`src/rtl/epp_write_pkg.sv`:
```
package epp_write_pkg;
  typedef enum logic [2:0] {
    ST_IDLE,
    ST_WAIT_LOW,
    ST_DIR,
    ST_SETUP,
    ST_STROBE,
    ST_RELEASE,
    ST_DONE,
    ST_HOLD
  } seq_state_t;
endpackage

```
`src/rtl/epp_wait_filter.sv`:
```
module epp_wait_filter #(
  parameter int SETTLE_CYC = 5
) (
  input  logic clk,
  input  logic rst,
  input  logic raw_in,
  output logic filt_out
);
  localparam int CW = (SETTLE_CYC < 2) ? 1 : $clog2(SETTLE_CYC);

  logic          s1_q, s2_q;
  logic [CW-1:0] cnt_q;

  always_ff @(posedge clk) begin
    if (rst) begin
      s1_q <= 1'b1;
      s2_q <= 1'b1;
    end else begin
      s1_q <= raw_in;
      s2_q <= s1_q;
    end
  end

  always_ff @(posedge clk) begin
    if (rst) begin
      cnt_q    <= '0;
      filt_out <= 1'b1;
    end else if (s2_q == filt_out) begin
      cnt_q <= '0;
    end else if (cnt_q == CW'(SETTLE_CYC - 1)) begin
      cnt_q    <= '0;
      filt_out <= s2_q;
    end else begin
      cnt_q <= cnt_q + 1'b1;
    end
  end
endmodule

```
`src/rtl/epp_cycle_timer.sv`:
```
module epp_cycle_timer #(
  parameter int W = 4
) (
  input  logic         clk,
  input  logic         rst,
  input  logic         load,
  input  logic [W-1:0] load_val,
  output logic         zero
);
  logic [W-1:0] cnt_q;

  always_ff @(posedge clk) begin
    if (rst)                cnt_q <= '0;
    else if (load)          cnt_q <= load_val;
    else if (cnt_q != '0)   cnt_q <= cnt_q - 1'b1;
  end

  assign zero = (cnt_q == '0);
endmodule

```
`src/rtl/epp_watchdog.sv`:
```
module epp_watchdog #(
  parameter int TIMEOUT_CYC = 1100
) (
  input  logic clk,
  input  logic rst,
  input  logic run,
  output logic expire
);
  localparam int TW = $clog2(TIMEOUT_CYC + 1);

  logic [TW-1:0] cnt_q;

  always_ff @(posedge clk) begin
    if (rst || !run)  cnt_q <= '0;
    else if (!expire) cnt_q <= cnt_q + 1'b1;
  end

  assign expire = run && (cnt_q == TW'(TIMEOUT_CYC - 1));
endmodule

```
`src/rtl/epp_write_seq.sv`:
```
module epp_write_seq
  import epp_write_pkg::*;
#(
  parameter int DW          = 8,
  parameter int SETTLE_CYC  = 5,
  parameter int SETUP_CYC   = 2,
  parameter int REL_CYC     = 8,
  parameter int HOLD_CYC    = 4,
  parameter int TIMEOUT_CYC = 1100
) (
  input  logic          clk,
  input  logic          rst,
  input  logic          io_wr,
  input  logic          host_sel,
  input  logic [DW-1:0] host_wdata,
  output logic          host_ready,
  output logic [DW-1:0] port_data,
  output logic          port_dir,
  output logic          port_write_n,
  output logic          port_dstb_n,
  output logic          port_astb_n,
  input  logic          port_wait_n,
  output logic          timeout_flag,
  input  logic          timeout_clr
);
  localparam int MAXD = (REL_CYC > SETUP_CYC) ?
                        ((REL_CYC > HOLD_CYC) ? REL_CYC : HOLD_CYC) :
                        ((SETUP_CYC > HOLD_CYC) ? SETUP_CYC : HOLD_CYC);
  localparam int DLW  = $clog2(MAXD + 1);

  seq_state_t     state_q;
  logic           wait_f;
  logic           wr_prev_q;
  logic           sel_q;
  logic           tmr_load;
  logic [DLW-1:0] tmr_val;
  logic           tmr_zero;
  logic           wd_run;
  logic           wd_expire;
  logic           start;
  logic           set_tmo;

  epp_wait_filter #(.SETTLE_CYC(SETTLE_CYC)) u_filt (
    .clk(clk), .rst(rst), .raw_in(port_wait_n), .filt_out(wait_f)
  );

  epp_cycle_timer #(.W(DLW)) u_tmr (
    .clk(clk), .rst(rst), .load(tmr_load), .load_val(tmr_val), .zero(tmr_zero)
  );

  epp_watchdog #(.TIMEOUT_CYC(TIMEOUT_CYC)) u_wd (
    .clk(clk), .rst(rst), .run(wd_run), .expire(wd_expire)
  );

  assign start  = (state_q == ST_IDLE) && io_wr && !wr_prev_q;
  assign wd_run = (state_q == ST_WAIT_LOW) || (state_q == ST_DIR) ||
                  (state_q == ST_SETUP) || (state_q == ST_STROBE) ||
                  (state_q == ST_RELEASE);
  assign set_tmo = wd_run && wd_expire;

  always_comb begin
    tmr_load = 1'b0;
    tmr_val  = '0;
    if (!set_tmo) begin
      unique case (state_q)
        ST_DIR: begin
          tmr_load = 1'b1;
          tmr_val  = DLW'(SETUP_CYC - 1);
        end
        ST_STROBE: if (wait_f) begin
          tmr_load = 1'b1;
          tmr_val  = DLW'(REL_CYC - 1);
        end
        ST_DONE: if (!io_wr) begin
          tmr_load = 1'b1;
          tmr_val  = DLW'(HOLD_CYC - 1);
        end
        default: ;
      endcase
    end
  end

  always_ff @(posedge clk) begin
    if (rst) wr_prev_q <= 1'b0;
    else     wr_prev_q <= io_wr;
  end

  always_ff @(posedge clk) begin
    if (rst)              timeout_flag <= 1'b0;
    else if (set_tmo)     timeout_flag <= 1'b1;
    else if (timeout_clr) timeout_flag <= 1'b0;
  end

  always_ff @(posedge clk) begin
    if (rst) begin
      state_q      <= ST_IDLE;
      host_ready   <= 1'b1;
      port_data    <= '0;
      port_dir     <= 1'b1;
      port_write_n <= 1'b1;
      port_dstb_n  <= 1'b1;
      port_astb_n  <= 1'b1;
      sel_q        <= 1'b0;
    end else if (set_tmo) begin
      state_q      <= ST_DONE;
      host_ready   <= 1'b1;
      port_dir     <= 1'b1;
      port_write_n <= 1'b1;
      port_dstb_n  <= 1'b1;
      port_astb_n  <= 1'b1;
    end else begin
      unique case (state_q)
        ST_IDLE: if (start) begin
          host_ready <= 1'b0;
          port_data  <= host_wdata;
          sel_q      <= host_sel;
          state_q    <= ST_WAIT_LOW;
        end
        ST_WAIT_LOW: if (!wait_f) begin
          port_dir <= 1'b0;
          state_q  <= ST_DIR;
        end
        ST_DIR: begin
          port_write_n <= 1'b0;
          state_q      <= ST_SETUP;
        end
        ST_SETUP: if (tmr_zero) begin
          if (sel_q) port_astb_n <= 1'b0;
          else       port_dstb_n <= 1'b0;
          state_q <= ST_STROBE;
        end
        ST_STROBE: if (wait_f) state_q <= ST_RELEASE;
        ST_RELEASE: if (tmr_zero) begin
          port_dstb_n  <= 1'b1;
          port_astb_n  <= 1'b1;
          port_write_n <= 1'b1;
          port_dir     <= 1'b1;
          host_ready   <= 1'b1;
          state_q      <= ST_DONE;
        end
        ST_DONE: if (!io_wr) state_q <= ST_HOLD;
        ST_HOLD: if (tmr_zero) state_q <= ST_IDLE;
        default: state_q <= ST_IDLE;
      endcase
    end
  end
endmodule

```
`config.mk`:
```
export PLATFORM = sky130hd
export DESIGN_NAME = epp_write_seq
export DESIGN_NICKNAME = d
export VERILOG_FILES = /design/src/rtl/epp_write_pkg.sv /design/src/rtl/epp_wait_filter.sv /design/src/rtl/epp_cycle_timer.sv /design/src/rtl/epp_watchdog.sv /design/src/rtl/epp_write_seq.sv
export SDC_FILE = /design/constraint.sdc
export NUM_CORES = 1
export LEC_CHECK = 0
export ABC_AREA = 1
export BUFFER_PORTS_ARGS = -buffer_cell sky130_fd_sc_hd__buf_4
export CAP_MARGIN = 10
export CORE_ASPECT_RATIO = 1.2
export CORE_MARGIN = 8
export CORE_UTILIZATION = 55
export DETAILED_ROUTE_END_ITERATION = 6
export GPL_TIMING_DRIVEN = 0
export HOLD_SLACK_MARGIN = 0.06
export PLACE_DENSITY = 0.78
export REMOVE_ABC_BUFFERS = 1
export SYNTH_ARGS = -nofsm -noshare
export SYNTH_HDL_FRONTEND = slang
export SYNTH_SLANG_ARGS = --single-unit
export TNS_END_PERCENT = 20
```
`constraint.sdc`:
```
create_clock -name clk -period 1.5 [get_ports clk]
set_input_delay 0 -clock clk [delete_from_list [all_inputs] [get_ports clk]]
set_output_delay 0 -clock clk [all_outputs]
set_load 0.05 [all_outputs]
```
==> results.yml <==
outcome:
  status: "completed"
timing:
  slew_headroom_pct: 76.9
  max_slew.worst_pin.slew_ns: 0.343
  drv_slew: 0
  fmax_ghz: 0.720
  setup_ws_ns: 0.111
  setup_viol: 0
  rsz0062_at_grt: "true"
  finalHoldViolCount: 0
  skew_ns: 0.00534
  final.setup.tns_ns: 0
  period_minus_slack_ns: 1.39
  finalCritPeriodShare_pct: 92.6
worst_setup_path:
  endpoint_kind: "register"
  cp.required_ns: 1.73
  cp.arrival_ns: 1.62
  crit_type: "reg -> reg"
  cpPeakStageDelay_ns: 0.41
  crit_family: "compound AO/OA/AOI/OAI gates"
  crit_slowest_cell: "dfxtp_2"
  cp_max_fo: 9
  timing.critical_path.buf_inv: 2
  cp-start-kind: "register"
  crit_chain: "inv_2 > nand2_4 > o21a_4 > nand2_2 > inv_1 > o21ai_0 > a21oi_1"
finish:
  fillers: 249
  nets: 313
  area_growth_pct: 31.7
  antenna_cells: 0
  drive_gt1_share_pct: 26.0
  multi_input_area_um2: 960
  ff_latch_area_um2: 808
placed_design:
  gp_congestion: 0.848
  post-place-ws_ns: -0.124
  dpl.hpwl_um: 2800
  io_buffers: 27
floorplanning:
  dieArea_um2: 5420
  initial_core_util_pct: 56.1
  die_y_um: 79.1
  die_w_um: 68.6
  coreArea_um2: 3250
  num_rows: 23
  io-pin-count: 28
clock_network:
  cts_tree: "built"
  clockRootBuffer: "clkbuf_8"
  insertion_delay_ns: 0.29
  clockBufferDepth: 2
  clkTransAtPathRegs_ns: 0.07
  cts_buffers: 5
  cts.htree.levels: 2
  cts.sinks: 40
route:
  drt-initial-drc-count: 63
  finalWirelength_um: 4210
  routed_via_density: 5.08
  first_pass_iters: 4
  num_vias: 1692
  drc: 0
  wl_per_cell_um: 12.6
  antenna_left: 0
grt:
  grt_use_met2_pct: 28.0
  grt_pass1_vias: 1572
  grt_usage_pct: 16.7
  gr-usage-met3_pct: 5.49
  grt-ovfl-total: 0
  grt_max_degree: 16
  met1_usage_pct: 18.8
  grt_pass1_wl_um: 6980
  busiest_layer: "met2"
  antenna_found_initial: 0
yosys:
  netlist.area_leader.share_pct: 43.9
  ys.flop_type: "dfxtp_1"
  netlist_area_um2: 1820
  yosysTopAreaCell: "dfxtp_1"
  ys_ff_latch: 40
  synthDistinctLibCells: 32
  yosysWarnings: 0
  synth_seq_area_share_pct: 43.9
  synth_edf_count: 0
  async_flop_share_pct: 0
  syn_avg_cell_area_um2: 7.42
  ys_top_cells_by_area: "dfxtp_1 44%, nand2_1 9.3%, nor2_1 8.2%"
  synthCells: 246
run:
  maxCapViolCount: 0
min_path:
  hp-class: "in -> reg"
power:
  power.density_nw_per_um2: 1500
  p_leak_nw: 1.03
  vdd_ir_drop_max_mv: 1.07
[tightest hold or removal path, cell delays in order]
cell and delay (ns):
buf_4 0.11, o21ai_2 0.06, nand2_1 0.06, nand2_1 0.05, nand2_1 0.05, nor2_1 0.03
[cells by family after synthesis]
kind of cell,count (synthesis),synth area share (%)
compound gates,34,10.7
fa+ha+maj,4,2.74
flops,40,43.9
xor+xnor,4,1.92
simple gates,129,33.3
buf+inv,35,7.41
[per-stage QoR]
stage	cell area, µm²	total power [W]	cells	util (%)	hold WS, ns
floorplan	1810	0.00234	244	-	0.0691
global placement	2060	0.00264	308	63.4	0.193
detailed placement	2060	0.00266	308	63.4	0.192
CTS	2310	0.00345	330	71.0	0.0979
global route	2400	0.00385	333	73.9	0.130
finish	2400	0.00361	333	73.9	0.110
[placed cells by master, fill, tap and decap left out, drive strengths merged]
cell type     n
a211oi        1
a21oi        12
a22o          1
buf          30
clkbuf        6
clkinv        2
clkinvlp      1
dfxtp        40
dlygate4sd3  14
ha            4
inv          32
nand2        49
nand3        18
nand3b        2
nand4         7
nor2         44
nor3          4
nor3b         1
nor4          1
o21a          2
o21ai        17
o31ai         1
or2           3
xnor2         2
xor2          2
[cell usage after synthesis, types with 2 or more instances]
| master | count |
|---|---|
| nand2_1 | 45 |
| dfxtp_1 | 40 |
| nor2_1 | 40 |
| inv_1 | 30 |
| nand3_1 | 17 |
| o21ai_0 | 15 |
| a21oi_1 | 12 |
| nand4_1 | 7 |
| ha_1 | 4 |
| nor3_1 | 4 |
| nand2_2 | 3 |
| nor2_4 | 3 |
| or2_2 | 3 |
| inv_2 | 2 |
| nand3b_1 | 2 |
| xnor2_1 | 2 |
| xor2_1 | 2 |
[layout make-up]
type	count	area share, %
Clock buffer	6	3.44
Clock inverter	2	0.417
Inverter	33	5.42
Multi-Input combinational cell	171	39.9
Sequential cell	40	33.6
Tap cell	37	1.93
Timing Repair Buffer	44	15.2
[registers in the layout, summed over array words and instances, names as in the netlist]
signal / flops
u_filt.s1_q: 1
timeout_flag: 1
host_ready: 1
u_filt.cnt_q: 3
port_data: 8
u_wd.cnt_q: 11
port_write_n: 1
state_q: 3
port_dir: 1
u_filt.s2_q: 1
port_astb_n: 1
sel_q: 1
u_tmr.cnt_q: 4
u_filt.filt_out: 1
wr_prev_q: 1
port_dstb_n: 1
[path summary, 6_finish.rpt]
path	slack [ns]	to	startpoint	cells past startpoint
setup reg to reg	0.11	u_wd.cnt_q[9]$_SDFFE_PP0N_	state_q[2]$_SDFFE_PP0P_	7
setup / recovery	0.11	u_wd.cnt_q[9]$_SDFFE_PP0N_	state_q[2]$_SDFFE_PP0P_	7
hold / removal	0.11	u_tmr.cnt_q[1]$_SDFFE_PP0P_	io_wr	6
hold reg to reg	0.44	u_filt.s2_q$_SDFF_PP1_	u_filt.s1_q$_SDFF_PP1_	1
[layer usage]
metal | wire, µm | up-vias
met1 | 1760 | 763
met3 | 186 | 5
li1 | - | 900
met2 | 2220 | 24
met4 | 41 | 0
met5 | 0 | -
[power breakdown]
part	switching, W	internal, W	total, W
clock	0.000371	0.000367	0.000738
combinational	0.000928	0.000548	0.00148
sequential	0.000154	0.00124	0.00139
[repair_timing]
item / CTS / global route
endpoints found under the setup margin: 14 / 27
gates resized for setup: 5 / 22
hold buffers: 14 / 0
pin swaps: 0 / 5
buffers inserted: 0 / 3
hold endpoints to repair: 16 / 0
(Power assumes the default switching activity.)
